--- src/rtl/burst_seq_pkg.sv ---
package burst_seq_pkg;
  localparam int BEAT_W = 2;
  typedef logic [BEAT_W-1:0] beat_t;

  typedef enum logic {
    ORD_LINEAR = 1'b0,
    ORD_INTERLEAVE = 1'b1
  } burst_order_e;

  // Linear: count up from the start word and wrap within the group.
  function automatic beat_t seq_linear(beat_t start, beat_t beat);
    return beat_t'(start + beat);
  endfunction

  // Interleaved: flip start bits wherever the beat number has a one.
  function automatic beat_t seq_interleave(beat_t start, beat_t beat);
    return start ^ beat;
  endfunction
endpackage

--- src/rtl/burst_beat_ctr.sv ---
module burst_beat_ctr
  import burst_seq_pkg::*;
(
  input  logic  clk,
  input  logic  rst_n,
  input  logic  clr_i,
  input  logic  step_i,
  output beat_t beat_o
);
  beat_t beat_q;

  always_ff @(posedge clk or negedge rst_n) begin
    if (!rst_n) beat_q <= '0;
    else if (clr_i) beat_q <= '0;
    else if (step_i) beat_q <= beat_t'(beat_q + 1'b1);
  end

  assign beat_o = beat_q;
endmodule

--- src/rtl/burst_start_reg.sv ---
module burst_start_reg
  import burst_seq_pkg::*;
#(
  parameter int ADDR_W = 17
) (
  input  logic              clk,
  input  logic              rst_n,
  input  logic              cap_i,
  input  logic [ADDR_W-1:0] addr_i,
  input  logic              mode_i,
  output logic [ADDR_W-1:0] start_o,
  output burst_order_e      order_o
);
  logic [ADDR_W-1:0] start_q;
  burst_order_e      order_q;

  always_ff @(posedge clk or negedge rst_n) begin
    if (!rst_n) begin
      start_q <= '0;
      order_q <= ORD_LINEAR;
    end else if (cap_i) begin
      start_q <= addr_i;
      order_q <= burst_order_e'(mode_i);
    end
  end

  assign start_o = start_q;
  assign order_o = order_q;
endmodule

--- src/rtl/burst_order_map.sv ---
module burst_order_map
  import burst_seq_pkg::*;
(
  input  burst_order_e order_i,
  input  beat_t        start_i,
  input  beat_t        beat_i,
  output beat_t        low_o
);
  always_comb begin
    unique case (order_i)
      ORD_INTERLEAVE: low_o = seq_interleave(start_i, beat_i);
      default:        low_o = seq_linear(start_i, beat_i);
    endcase
  end
endmodule

--- src/rtl/burst_addr_seq.sv ---
module burst_addr_seq
  import burst_seq_pkg::*;
#(
  parameter int ADDR_W = 17
) (
  input  logic              clk,
  input  logic              rst_n,
  input  logic              load_i,
  input  logic              adv_i,
  input  logic              mode_i,
  input  logic [ADDR_W-1:0] addr_i,
  output logic [ADDR_W-1:0] addr_o
);
  localparam int UPPER_W = ADDR_W - BEAT_W;

  // Named internal events for the checker.
  logic              cap_w;
  logic              step_w;
  beat_t             beat_w;
  beat_t             low_w;
  burst_order_e      order_w;
  logic [ADDR_W-1:0] start_w;

  assign cap_w  = load_i;
  assign step_w = adv_i & ~load_i;

  burst_beat_ctr u_ctr (
    .clk    (clk),
    .rst_n  (rst_n),
    .clr_i  (cap_w),
    .step_i (step_w),
    .beat_o (beat_w)
  );

  burst_start_reg #(.ADDR_W(ADDR_W)) u_start (
    .clk     (clk),
    .rst_n   (rst_n),
    .cap_i   (cap_w),
    .addr_i  (addr_i),
    .mode_i  (mode_i),
    .start_o (start_w),
    .order_o (order_w)
  );

  burst_order_map u_map (
    .order_i (order_w),
    .start_i (start_w[BEAT_W-1:0]),
    .beat_i  (beat_w),
    .low_o   (low_w)
  );

  assign addr_o = {start_w[ADDR_W-1 -: UPPER_W], low_w};
endmodule

--- config.mk ---
export PLATFORM = sky130hd
export DESIGN_NAME = burst_addr_seq
export DESIGN_NICKNAME = d
export VERILOG_FILES = /design/src/rtl/burst_seq_pkg.sv /design/src/rtl/burst_beat_ctr.sv /design/src/rtl/burst_start_reg.sv /design/src/rtl/burst_order_map.sv /design/src/rtl/burst_addr_seq.sv
export SDC_FILE = /design/constraint.sdc
export NUM_CORES = 1
export LEC_CHECK = 0
export BUFFER_PORTS_ARGS = -buffer_cell sky130_fd_sc_hd__buf_2
export CAP_MARGIN = 10
export CORE_MARGIN = 2
export CORE_UTILIZATION = 30
export CTS_CLUSTER_DIAMETER = 50
export DETAILED_ROUTE_END_ITERATION = 8
export GPL_TIMING_DRIVEN = 0
export PLACE_DENSITY_LB_ADDON = 0.2
export SYNTH_ARGS = -nofsm -noshare
export SYNTH_HDL_FRONTEND = slang
export SYNTH_SLANG_ARGS = --single-unit
--- constraint.sdc ---
create_clock -name clk -period 0.9 [get_ports clk]
set_input_delay 0.09 -clock clk [delete_from_list [all_inputs] [get_ports clk]]
set_output_delay 0.09 -clock clk [all_outputs]
set_load 0.01 [all_outputs]
# Word level (Yosys, flattened, before mapping)
# Index checks and enable logic that the tools add are counted.
[word_totals]
register_bits = 20
inputBits = 22
out_inout_bits = 17
wordCells = 12
[op_classes]
add_sub_neg = 2
muxes = 3
bitwise = 3
n_reduce_logical = 1
[op_table]
columns = ["cell", "count"]
rows = [
  ["$mux 2", 3],
  ["$add 2x1->2 const B", 1],
  ["$add 2x2->2", 1],
  ["$reduce_bool 2->1", 1],
  ["$xor 2x2->2", 1],
  ["$and 1x1->1", 1],
  ["$not 1->1", 1],
]

# Logic depth before layout (Yosys ltp)
# Gate-level depths: netlist of run 1.
[logic_depth]
word_depth = 4
mapped_depth = 3
ltp_nobuf = 3

# Hierarchy
# From an unflattened synthesis of run 1, not the netlist that was laid out.
[unflattened]
hier_cells = 50
area_unflattened_um2 = 860.8
[modules_own_cells]
columns = ["module", "n_inst", "cells_per_inst", "area_each_um2", "seq_area_each_um2"]
rows = [
  ["burst_start_reg", 1, 38, 721.9, 450.4],
  ["burst_beat_ctr", 1, 7, 88.8, 50.0],
  ["burst_order_map", 1, 4, 36.3, 0.0],
  ["burst_addr_seq", 1, 1, 13.8, 0.0],
]

# Worst setup path after synthesis of run 1
# Ideal clock, no wire load.
[synth_path]
kind = "reg-to-output"
start = "register u_ctr.beat_q[0], in the netlist u_ctr.beat_o[0]"
end = "output addr_o[1]"
arrival_ps = 939
required_ps = 810
setup_slack_ps = -129
path_stages_with_launch = 4
path_buffers = 0
path_cell_list = "dfrtp_1 > ha_1 > nor2b_1 > xnor2_1"
[synth_via]
elab_chain_cells = 2
[synth_lines]
columns = ["element", "line_no", "text"]
rows = [
  ["start: declaration", "burst_beat_ctr.sv:10", "beat_t beat_q;"],
  ["start signal: assignment", "burst_beat_ctr.sv:15", "else if (step_i) beat_q <= beat_t'(beat_q + 1'b1);"],
  ["$add 2x2->2", "burst_seq_pkg.sv:12", "return beat_t'(start + beat);"],
  ["$mux 2", "burst_order_map.sv:10", "unique case (order_i)"],
  ["end: declaration", "burst_addr_seq.sv:12", "output logic [ADDR_W-1:0] addr_o"],
]
# Every way passes these cells.

# Worst setup path after layout of run 1
# Ends and elaborated chain as after synthesis.

==> run metrics, run 1 <==
status complete, but fails checks; failing checks setup timing; cts bufs inserted 3; syn avg cell area 15.27 um2; hold crit path type primary input to register; boundary pin count 39; Area growth, synth to finish 52.11%; TNS Setup -1.450 ns; core area 3078 um2; I/O Buffers 37; GRT Overall Usage around a tenth; Final period util 149.2%; antenna violations before repair 0; fin area 1486 um2; Startpoint Class register; Clock transition at path regs 0.11 ns; Worst Path Required 0.81 ns; Congestion Overflow GR 0; number of synthesized flops with an enable pin 0; RSZ-0062 raised after global routing true; crit-path max FO 2; post-synthesis sequential area ratio 51.22%; Clk Latency, worst-skew pair roughly 0.29 ns; synth cell count leaders dfrtp_1 (20), mux2_4 (18), buf_4 (15), xnor2_1 (3), buf_6 (2); drt drc 0; asr flop ratio synth 100.0%; Placed Area ~1200 um2; wire per inst 10.87 um; setup violators final 19; Initial Util 31.75%; sw power 0.5362 mW; via-per-instance ratio 3.981; hold path depth 2; first-pass GRT wire length 2801 um; initial DRC count 3; via count roughly 620; Synthesized Nets 87; Final Hold Viols 0; die extent in y 61.07 um; Worst EP arrival 1.25 ns; reg2reg setup slack -0.01 ns; Max Cap Viol 0; Power per Cell Area roughly 1500 nW/um2; Slew headroom 70.72%; Syn. warnings 0; Reg2Reg Capture Point u_ctr.beat_o[1]; dpl hpwl about 1100 um; min Tclk post-route 1.343 ns; GPL Wtd Cong 0.6227; largest cells by area after synthesis dfrtp_1 (51%), mux2_4 (28%), buf_4 (12%); Comb power frac 29.7%; delay-heaviest family, CP flip-flops; dominant synthesized flop cell dfrtp_1; depth of the most critical reg-to-reg path 3; Hold Path Origin addr_i[15]; vias in the first global route ~610; share of layout cells above drive strength 1 between 70 and 80%; Placed Cells approximately 150; clock sinks 20; most common cell in the netlist dfrtp_1; clock skew between 0.0002 and 0.0003 ns; Mapped Area 977.2 um2; final worst slack -0.4428 ns; clock share of power 23.0%; Final ANT Viol Nets 0; critical-path cell list ha_2, nor2b_4, xnor2_2, buf_2; Int Power ~1.7 mW; worst r2r src u_ctr.beat_o[0]; Pre-antenna DRT Iters 2; post-route insts no fill ~160; slowest stage delay, CP roughly 0.41 ns; Final Max Slew Viols 0; root cell of the clock tree clkbuf_4; Slowest-stage cell, CP dfrtp_1; Yosys top cell by area dfrtp_1; WHS 0.01921 ns; Reg power frac 47.3%; Layout Nets 136; switching share of total power between 20% and 30%; Cell variety after synth 11; post-synth top area share 51.22%; die width 61.07 um; WL final 1696 um; largest net degree at the start of global routing 21; VDD IR max 0.6680 mV; Seq cells post-synth 20; Min-Delay Endpoint u_start.start_o[15]; n_diodes 0; row count 20; CTS tree built; Worst-Margin Slew 0.4392 ns; Crit. Startpoint u_ctr.beat_o[0]; maximum clock path buffer count 2; H-tree depth 1; fmax between 700 and 800 MHz; Cells after Synth 64; Pleak approximately 0.74 nW; number of buffer and inverter stages on the critical path 1; crit path kind register to output pin; CP Capture Type output pin; die footprint 3730 um2
layout by cell type (no fill, tap or decap), types with 2 or more instances in the layout:
cell,count
buf_6,27
buf_2,21
dfrtp_1,20
mux2_4,18
dlygate4sd3_1,7
buf_4,6
clkbuf_4,3
xnor2_2,2
power groups by stage:
stage                     logic (mW)  clock network [mW]  registers, mW
after floorplan                0.357                   0           1.05
after global placement         0.504                   0           1.06
after detailed placement       0.509                   0           1.06
after CTS                      0.617               0.538           1.05
after global routing           0.714               0.579           1.07
final                          0.664               0.514           1.06
sequential cells by signal, indices dropped and copies added (netlist names):
name             count
u_start.order_o      1
u_ctr.beat_o         2
u_start.start_o     17
cell families (layout without fill, tap and decap cells):
kind of cell | count (synthesis) | in the layout | share of synthesized area [%]
AOI/OAI and AO/OA | 2 | 2 | 1.536
DFF | 20 | 20 | 51.22
and+or+nand+nor | 3 | 3 | 1.793
buffers and inverters | 17 | 65 | 13.83
adders and majority gates | 1 | 1 | 1.280
xor gates and xnor gates | 3 | 3 | 2.689
muxes | 18 | 18 | 27.66
cell type report:
cell class	count	area [um2]
Fill cell	301	1592
Buffer	6	67.56
Sequential cell	20	500.5
Multi-Input combinational cell	27	370.4
Timing Repair Buffer	55	456.7
Tap cell	44	55.05
Clock buffer	4	36.28
stage by stage:
step | total power, mW | setup slack [ns] | util [%]
after floorplan | 1.403 | -0.06105 | -
after global placement | 1.563 | -0.1637 | 40.12
after detailed placement | 1.570 | -0.1779 | 40.12
after CTS | 2.210 | -0.4695 | 44.88
after global routing | 2.362 | -0.5001 | 48.29
final | 2.235 | -0.4428 | 48.29
routing by layer:
layer	up-vias	GRT usage (%)	share of wire, %	wire length [um]
li1	294	-	-	-
met1	310	13.98	44	745
met2	15	15.50	50	843
met3	2	2.101	4.7	79
met4	0	6.522	1.6	27
met5	-	0	0	0
how the worst max path moves through the flow:
stage / endpoint / cells past startpoint / slack (ns)
floorplan: addr_o[1] / 3 / -0.06
global placement: addr_o[1] / 4 / -0.16
detailed placement: addr_o[1] / 4 / -0.18
CTS: addr_o[1] / 4 / -0.47
global route: addr_o[1] / 4 / -0.50
finish: addr_o[1] / 4 / -0.44
timing repair:
| action | in CTS | in global routing |
|---|---|---|
| buffers inserted | 9 | 3 |
| endpoints found under the hold margin | 20 | 6 |
| endpoints found under the setup margin | 17 | 27 |
| pin swaps | 0 | 2 |
| gates resized for setup | 20 | 7 |
| hold buffers | 1 | 6 |
worst reg2reg max path, stage by stage (launching register included):
cell and delay [ns]:
dfrtp_1 0.41, buf_4 0.16, a21bo_2 0.19, a21oi_2 0.10
No activity file was read; power rests on OpenSTA's default activity.
==> inputs of run 2 (changes only) <==
--- a/config.mk
+++ b/config.mk
@@ -9,3 +9,3 @@
 export CAP_MARGIN = 10
-export CORE_MARGIN = 2
+export CORE_MARGIN = 5
 export CORE_UTILIZATION = 30
@@ -17,2 +17,3 @@
 export SYNTH_HDL_FRONTEND = slang
+export SYNTH_HIERARCHICAL = 1
 export SYNTH_SLANG_ARGS = --single-unit
--- a/constraint.sdc
+++ b/constraint.sdc
@@ -3,2 +3,2 @@
 set_output_delay 0.09 -clock clk [all_outputs]
-set_load 0.01 [all_outputs]
+set_load 0.02 [all_outputs]
==> run 2 against run 1 <==
The run still ends with setup timing left; via count decreased by 6.6%; core utilization rose by 2.0 points; wire length decreased by 0.35%; die area grew 8.3%; synthesized area down 12%; design area is 6.7% lower; non-clock buffer count down 11; power grew 7.3%; sequential cell count unchanged; combinational power is 4.2% lower; clock skew increased by 0.0042 ns; synthesized cell count decreased by 22%.
==> run metrics, run 2 <==
Mapped Area 860.8 um2; dpl hpwl 1256 um; Seq cells post-synth 20; Layout Nets 126; Pleak 0.6713 nW; die width 63.57 um; RSZ-0062 raised after global routing true; Max Cap Viol 0; VDD IR max about 1.2 mV; Final period util 150.7%; root cell of the clock tree clkbuf_4; n_diodes 0; WL final 1690 um; compound-cell area share of the yosys netlist 2.180%; Congestion Overflow GR 0; Startpoint Class register; Area growth, synth to finish 61.19%; synth cell count leaders dfrtp_1 (20), mux2_4 (10), mux2_2 (8), xnor2_1 (3); GPL Wtd Cong 0.6288; syn avg cell area roughly 17 um2; Min-Delay Endpoint u_start/start_o[3]; Synthesized Nets 73; largest net degree at the start of global routing 21; hold crit path type primary input to register; number of buffer and inverter stages on the critical path 1; initial DRC count 11; Hold Path Origin addr_i[3]; share of layout cells above drive strength 1 72.55%; TNS Setup -1.304 ns; Worst EP arrival 1.27 ns; post-synth top area share 58.14%; row count 19; first-pass GRT wire length slightly below 3000 um; number of synthesized flops with an enable pin 0; Slew headroom roughly 71%; final worst slack -0.4565 ns; Cells after Synth 50; maximum clock path buffer count 2; hold path depth 2; Cell variety after synth 13; Final ANT Viol Nets 0; GRT Overall Usage 9.057%; worst r2r src u_ctr/beat_o[0]; crit path kind register to output pin; largest cells by area after synthesis dfrtp_1 (58%), mux2_4 (17%), mux2_2 (10%); most common cell in the netlist dfrtp_1; reg2reg setup slack -0.10 ns; max reg flops 17; depth of the most critical reg-to-reg path 4; core area 2758 um2; H-tree depth 1; status complete, but fails checks; Reg2Reg Capture Point u_ctr/beat_o[1]; die footprint approximately 4000 um2; Initial Util 31.22%; Yosys top cell by area dfrtp_1; min Tclk post-route 1.356 ns; CTS tree built; adder-cell share of the synthesized area 1.453%; Final Max Slew Viols 0; mux cell area share after synthesis 27.91%; Syn. warnings 6; failing checks setup timing; post-synthesis sequential area ratio 58.14%; combinational family with the most area after synthesis multiplexers; wire per inst 12.71 um; post-layout util 50.32%; drt drc 0; cts bufs inserted 3; clock skew 0.004469 ns; asr flop ratio synth 100.0%; Synth Area in Simple Gates 3.634%; setup violators final 21; Power per Cell Area 1729 nW/um2; via count 580; critical-path cell list ha_2, nor2b_4, xnor2_4, buf_6; delay-heaviest family, CP flip-flops; Slowest-stage cell, CP dfrtp_1; Pre-antenna DRT Iters 3; most common cell after layout, fill and taps aside buf_2; clock sinks 20; xor/xnor share of the synthesized area under 10%; Clk Latency, worst-skew pair roughly 0.29 ns; Final Hold Viols 0; Worst-Margin Slew 0.4297 ns; slowest stage delay, CP 0.38 ns; CP Capture Type output pin; I/O Buffers 38; via-per-instance ratio roughly 4.4; WHS 0.01958 ns; crit-path max FO 2; Worst Path Required around 0.8 ns; antenna violations before repair 0; Clock transition at path regs 0.11 ns; most frequent cells in the layout buf_2 (21), buf_6 (20), dfrtp_1 (20), mux2_4 (10), mux2_2 (8); boundary pin count 39; dominant synthesized flop cell dfrtp_1; fmax about 740 MHz; die extent in y 63.57 um; vias in the first global route 651
-- run 2: where the power goes --
| group | switching, mW | total (mW) | internal [mW] | leakage [nW] |
|---|---|---|---|---|
| clock network | 0.262 | 0.712 | 0.450 | 0.0279 |
| logic | 0.249 | 0.636 | 0.387 | 0.406 |
| registers | 0.0666 | 1.05 | 0.985 | 0.238 |
-- run 2: worst max-delay path by stage --
| stage | startpoint | endpoint | slack (ns) | depth (start not counted) |
|---|---|---|---|---|
| after detailed placement | u_ctr/beat_o[1] | addr_o[1] | -0.25 | 3 |
| after global placement | u_ctr/beat_o[1] | addr_o[1] | -0.26 | 3 |
| final | u_ctr/beat_o[0] | addr_o[1] | -0.46 | 4 |
| after CTS | u_ctr/beat_o[0] | addr_o[1] | -0.48 | 4 |
| after global routing | u_ctr/beat_o[0] | addr_o[1] | -0.54 | 4 |
| after floorplan | u_ctr/beat_o[0] | addr_o[1] | -0.11 | 3 |
-- run 2: worst register-to-register path: cells and delay by family (launching register included) --
kind	cells	cell delay, ns
buf+inv	2	0.25
compound gates	2	0.28
flops	1	0.41
-- run 2: logic make-up (layout without fill, tap and decap cells) --
group	count (synthesis)	count (layout)
compound gates	2	2
xor+xnor	3	3
fa+ha+maj	1	1
buf+inv	2	54
flops	20	20
mux	18	18
simple gates	4	4
-- run 2: area by class of cell --
type                            count  area, um2
Fill cell                         260       1370
Sequential cell                    20      500.5
Timing Repair Buffer               48      391.6
Multi-Input combinational cell     28      372.9
Tap cell                           31      38.79
Buffer                              2      31.28
Clock inverter                      1      30.03
Clock buffer                        3      22.52
-- run 2: per-layer routing --
layer	wire length [um]	track usage [%]	share of wire, %
met1	648	10.46	38
met2	904	14.59	53
met3	120	2.664	7.1
met4	16	5.455	0.95
met5	0	0	0
-- run 2: timing repair --
action                                  in CTS  in global routing
resized for setup                           35                  3
hold buffers                                 2                  3
pin swaps                                    3                  2
endpoints found under the hold margin       21                  3
endpoints found under the setup margin      17                 22
setup buffers                                4                  1
-- run 2: stage by stage --
step	instances	setup WS (ns)	total power [mW]	instance area (um2)
floorplan	50	-0.1122	1.358	889.6
global placement	119	-0.2608	1.520	1119
detailed placement	119	-0.2534	1.529	1119
CTS	129	-0.4821	2.422	1335
global route	133	-0.5351	2.521	1388
finish	133	-0.4565	2.399	1388
==> inputs of run 3 (changes only) <==
Settings changed: CTS_BUF_LIST from default to sky130_fd_sc_hd__clkbuf_8 sky130_fd_sc_hd__clkbuf_16, HOLD_SLACK_MARGIN from default to 0.05, PLACE_DENSITY from default to 0.64, PLACE_DENSITY_LB_ADDON 0.2 to default.
==> run 3 against run 2 <==
The run still ends with setup timing left; register-to-register slack better by 0.08 ns; first-iteration DRC count is 27% lower; wire length is 6.3% higher; global-route usage is 0.34 points higher; power is 1.8% lower; fmax is 3.4% higher.
==> run metrics, run 3 (synthesized netlist as in run 2, its figures left out) <==
status complete, but fails checks; failing checks setup timing; drt drc 0; Hold Path Origin addr_i[11]; initial DRC count 8; boundary pin count 39; critical-path cell list ha_4, nor2b_4, xnor2_4, buf_6; Max Cap Viol 0; WL final 1796 um; antenna violations before repair 0; Startpoint Class register; Final ANT Viol Nets 0; depth of the most critical reg-to-reg path 3; Worst EP arrival 1.22 ns; reg2reg setup slack -0.02 ns; Min-Delay Endpoint u_start/start_o[11]; most common cell after layout, fill and taps aside buf_2; Layout Nets roughly 120; GPL Wtd Cong roughly 0.66; Slowest-stage cell, CP dfrtp_1; Congestion Overflow GR 0; Power per Cell Area 1733 nW/um2; Final Hold Viols 0; die width ~64 um; die footprint just over 4000 um2; crit-path max FO 2; Pleak 0.6590 nW; slowest stage delay, CP 0.41 ns; final worst slack -0.4114 ns; worst r2r src u_ctr/beat_o[0]; share of layout cells above drive strength 1 about three quarters; crit path kind register to output pin; hold path depth 2; max reg flops 17; via-per-instance ratio 4.431; via count 576; RSZ-0062 raised after global routing true; Reg2Reg Capture Point u_ctr/beat_o[1]; root cell of the clock tree clkbuf_8; maximum clock path buffer count 2; Clock transition at path regs 0.07 ns; clock sinks 20; setup violators final 3; Worst Path Required 0.81 ns; H-tree depth 1; CP Capture Type output pin; Pre-antenna DRT Iters 4; vias in the first global route 600; WHS 0.06110 ns; die extent in y around 64 um; Final period util 145.7%; dpl hpwl 1288 um; Area growth, synth to finish 57.99%; Worst-Margin Slew 0.4316 ns; TNS Setup -0.6753 ns; hold crit path type primary input to register; row count 19; wire per inst 13.82 um; fmax 762.5 MHz; VDD IR max ~0.80 mV; largest net degree at the start of global routing 21; Initial Util ~31%; clock skew 0.00004555 ns; CTS tree built; Slew headroom 71.23%; n_diodes 0; min Tclk post-route 1.311 ns; I/O Buffers 38; fillcell total 241; Final Max Slew Viols 0; GRT Overall Usage 9.396%; first-pass GRT wire length between 2000 and 3000 um; cts bufs inserted 3; Clk Latency, worst-skew pair 0.25 ns; most frequent cells in the layout buf_2 (21), dfrtp_1 (20), buf_6 (18), mux2_4 (10), mux2_2 (8); core area between 2000 and 3000 um2
-- run 3: cell count changes in the layout (fill, tap and decap cells not counted) --
cell / previous run / this run
bufinv_16: 1 / 0
buf_6: 20 / 18
dlygate4sd3_1: 5 / 1
buf_4: 3 / 6
clkbuf_4: 3 / 0
ha_4: 0 / 1
ha_2: 1 / 0
clkbuf_8: 0 / 4
-- run 3: worst max path at each step --
| stage | to | startpoint | slack, ns |
|---|---|---|---|
| 6_report | addr_o[1] | u_ctr/beat_o[0] | -0.41 |
| 5_1_grt | addr_o[1] | u_start/start_o[0] | -0.48 |
| 4_1_cts | addr_o[1] | u_start/start_o[1] | -0.43 |
| 3_5_place_dp | addr_o[1] | u_ctr/beat_o[1] | -0.30 |
| 3_3_place_gp | addr_o[1] | u_ctr/beat_o[1] | -0.26 |
| 2_1_floorplan | addr_o[1] | u_ctr/beat_o[0] | -0.11 |
-- run 3: report_power, final --
part	leakage (nW)	total (mW)	switching [mW]	internal (mW)
clock network	0.0288	0.668	0.279	0.389
logic	0.393	0.634	0.253	0.381
registers	0.238	1.05	0.0687	0.986
-- run 3: cell type report --
class                           instances  area, um2  share of cell area [%]
Buffer                                  2      31.28                   2.300
Timing Repair Buffer                   45      351.6                   25.85
Multi-Input combinational cell         28      382.9                   28.15
Tap cell                               31      38.79                   2.852
Sequential cell                        20      500.5                   36.80
Clock buffer                            4      55.05                   4.048
-- run 3: critical path, delay by kind of cell (launching register included) --
kind,cells,cell delay [ns]
buffers and inverters,1,0.13
flip-flops,1,0.41
adder cells (fa/ha/maj),1,0.16
XOR/XNOR,1,0.13
AND/OR/NAND/NOR,1,0.13
-- run 3: what timing repair did --
action,in CTS,in global routing
endpoints found under the setup margin,3,19
buffers inserted,1,5
hold buffers,1,0
endpoints found under the hold margin,20,0
pin swaps,3,0
gates resized for setup,8,29
-- run 3: metrics by stage --
step | worst slack [ns] | cell area [um2] | power [mW] | utilization [%] | std cells
4_1_cts | -0.4334 | 1227 | 2.265 | 44.51 | 125
2_1_floorplan | -0.1122 | 889.6 | 1.358 | - | 50
5_1_grt | -0.4841 | 1360 | 2.477 | 49.32 | 130
6_report | -0.4114 | 1360 | 2.356 | 49.32 | 130
3_3_place_gp | -0.2616 | 1119 | 1.518 | 40.56 | 119
3_5_place_dp | -0.3002 | 1119 | 1.532 | 40.56 | 119
-- run 3: routing by layer --
layer  wire [um]  track usage (%)  share of wire, %
met4          52            6.234               2.9
met2         960            13.96                53
met1         695            11.81                39
met5           0                0                 0
met3          88            2.487               4.9
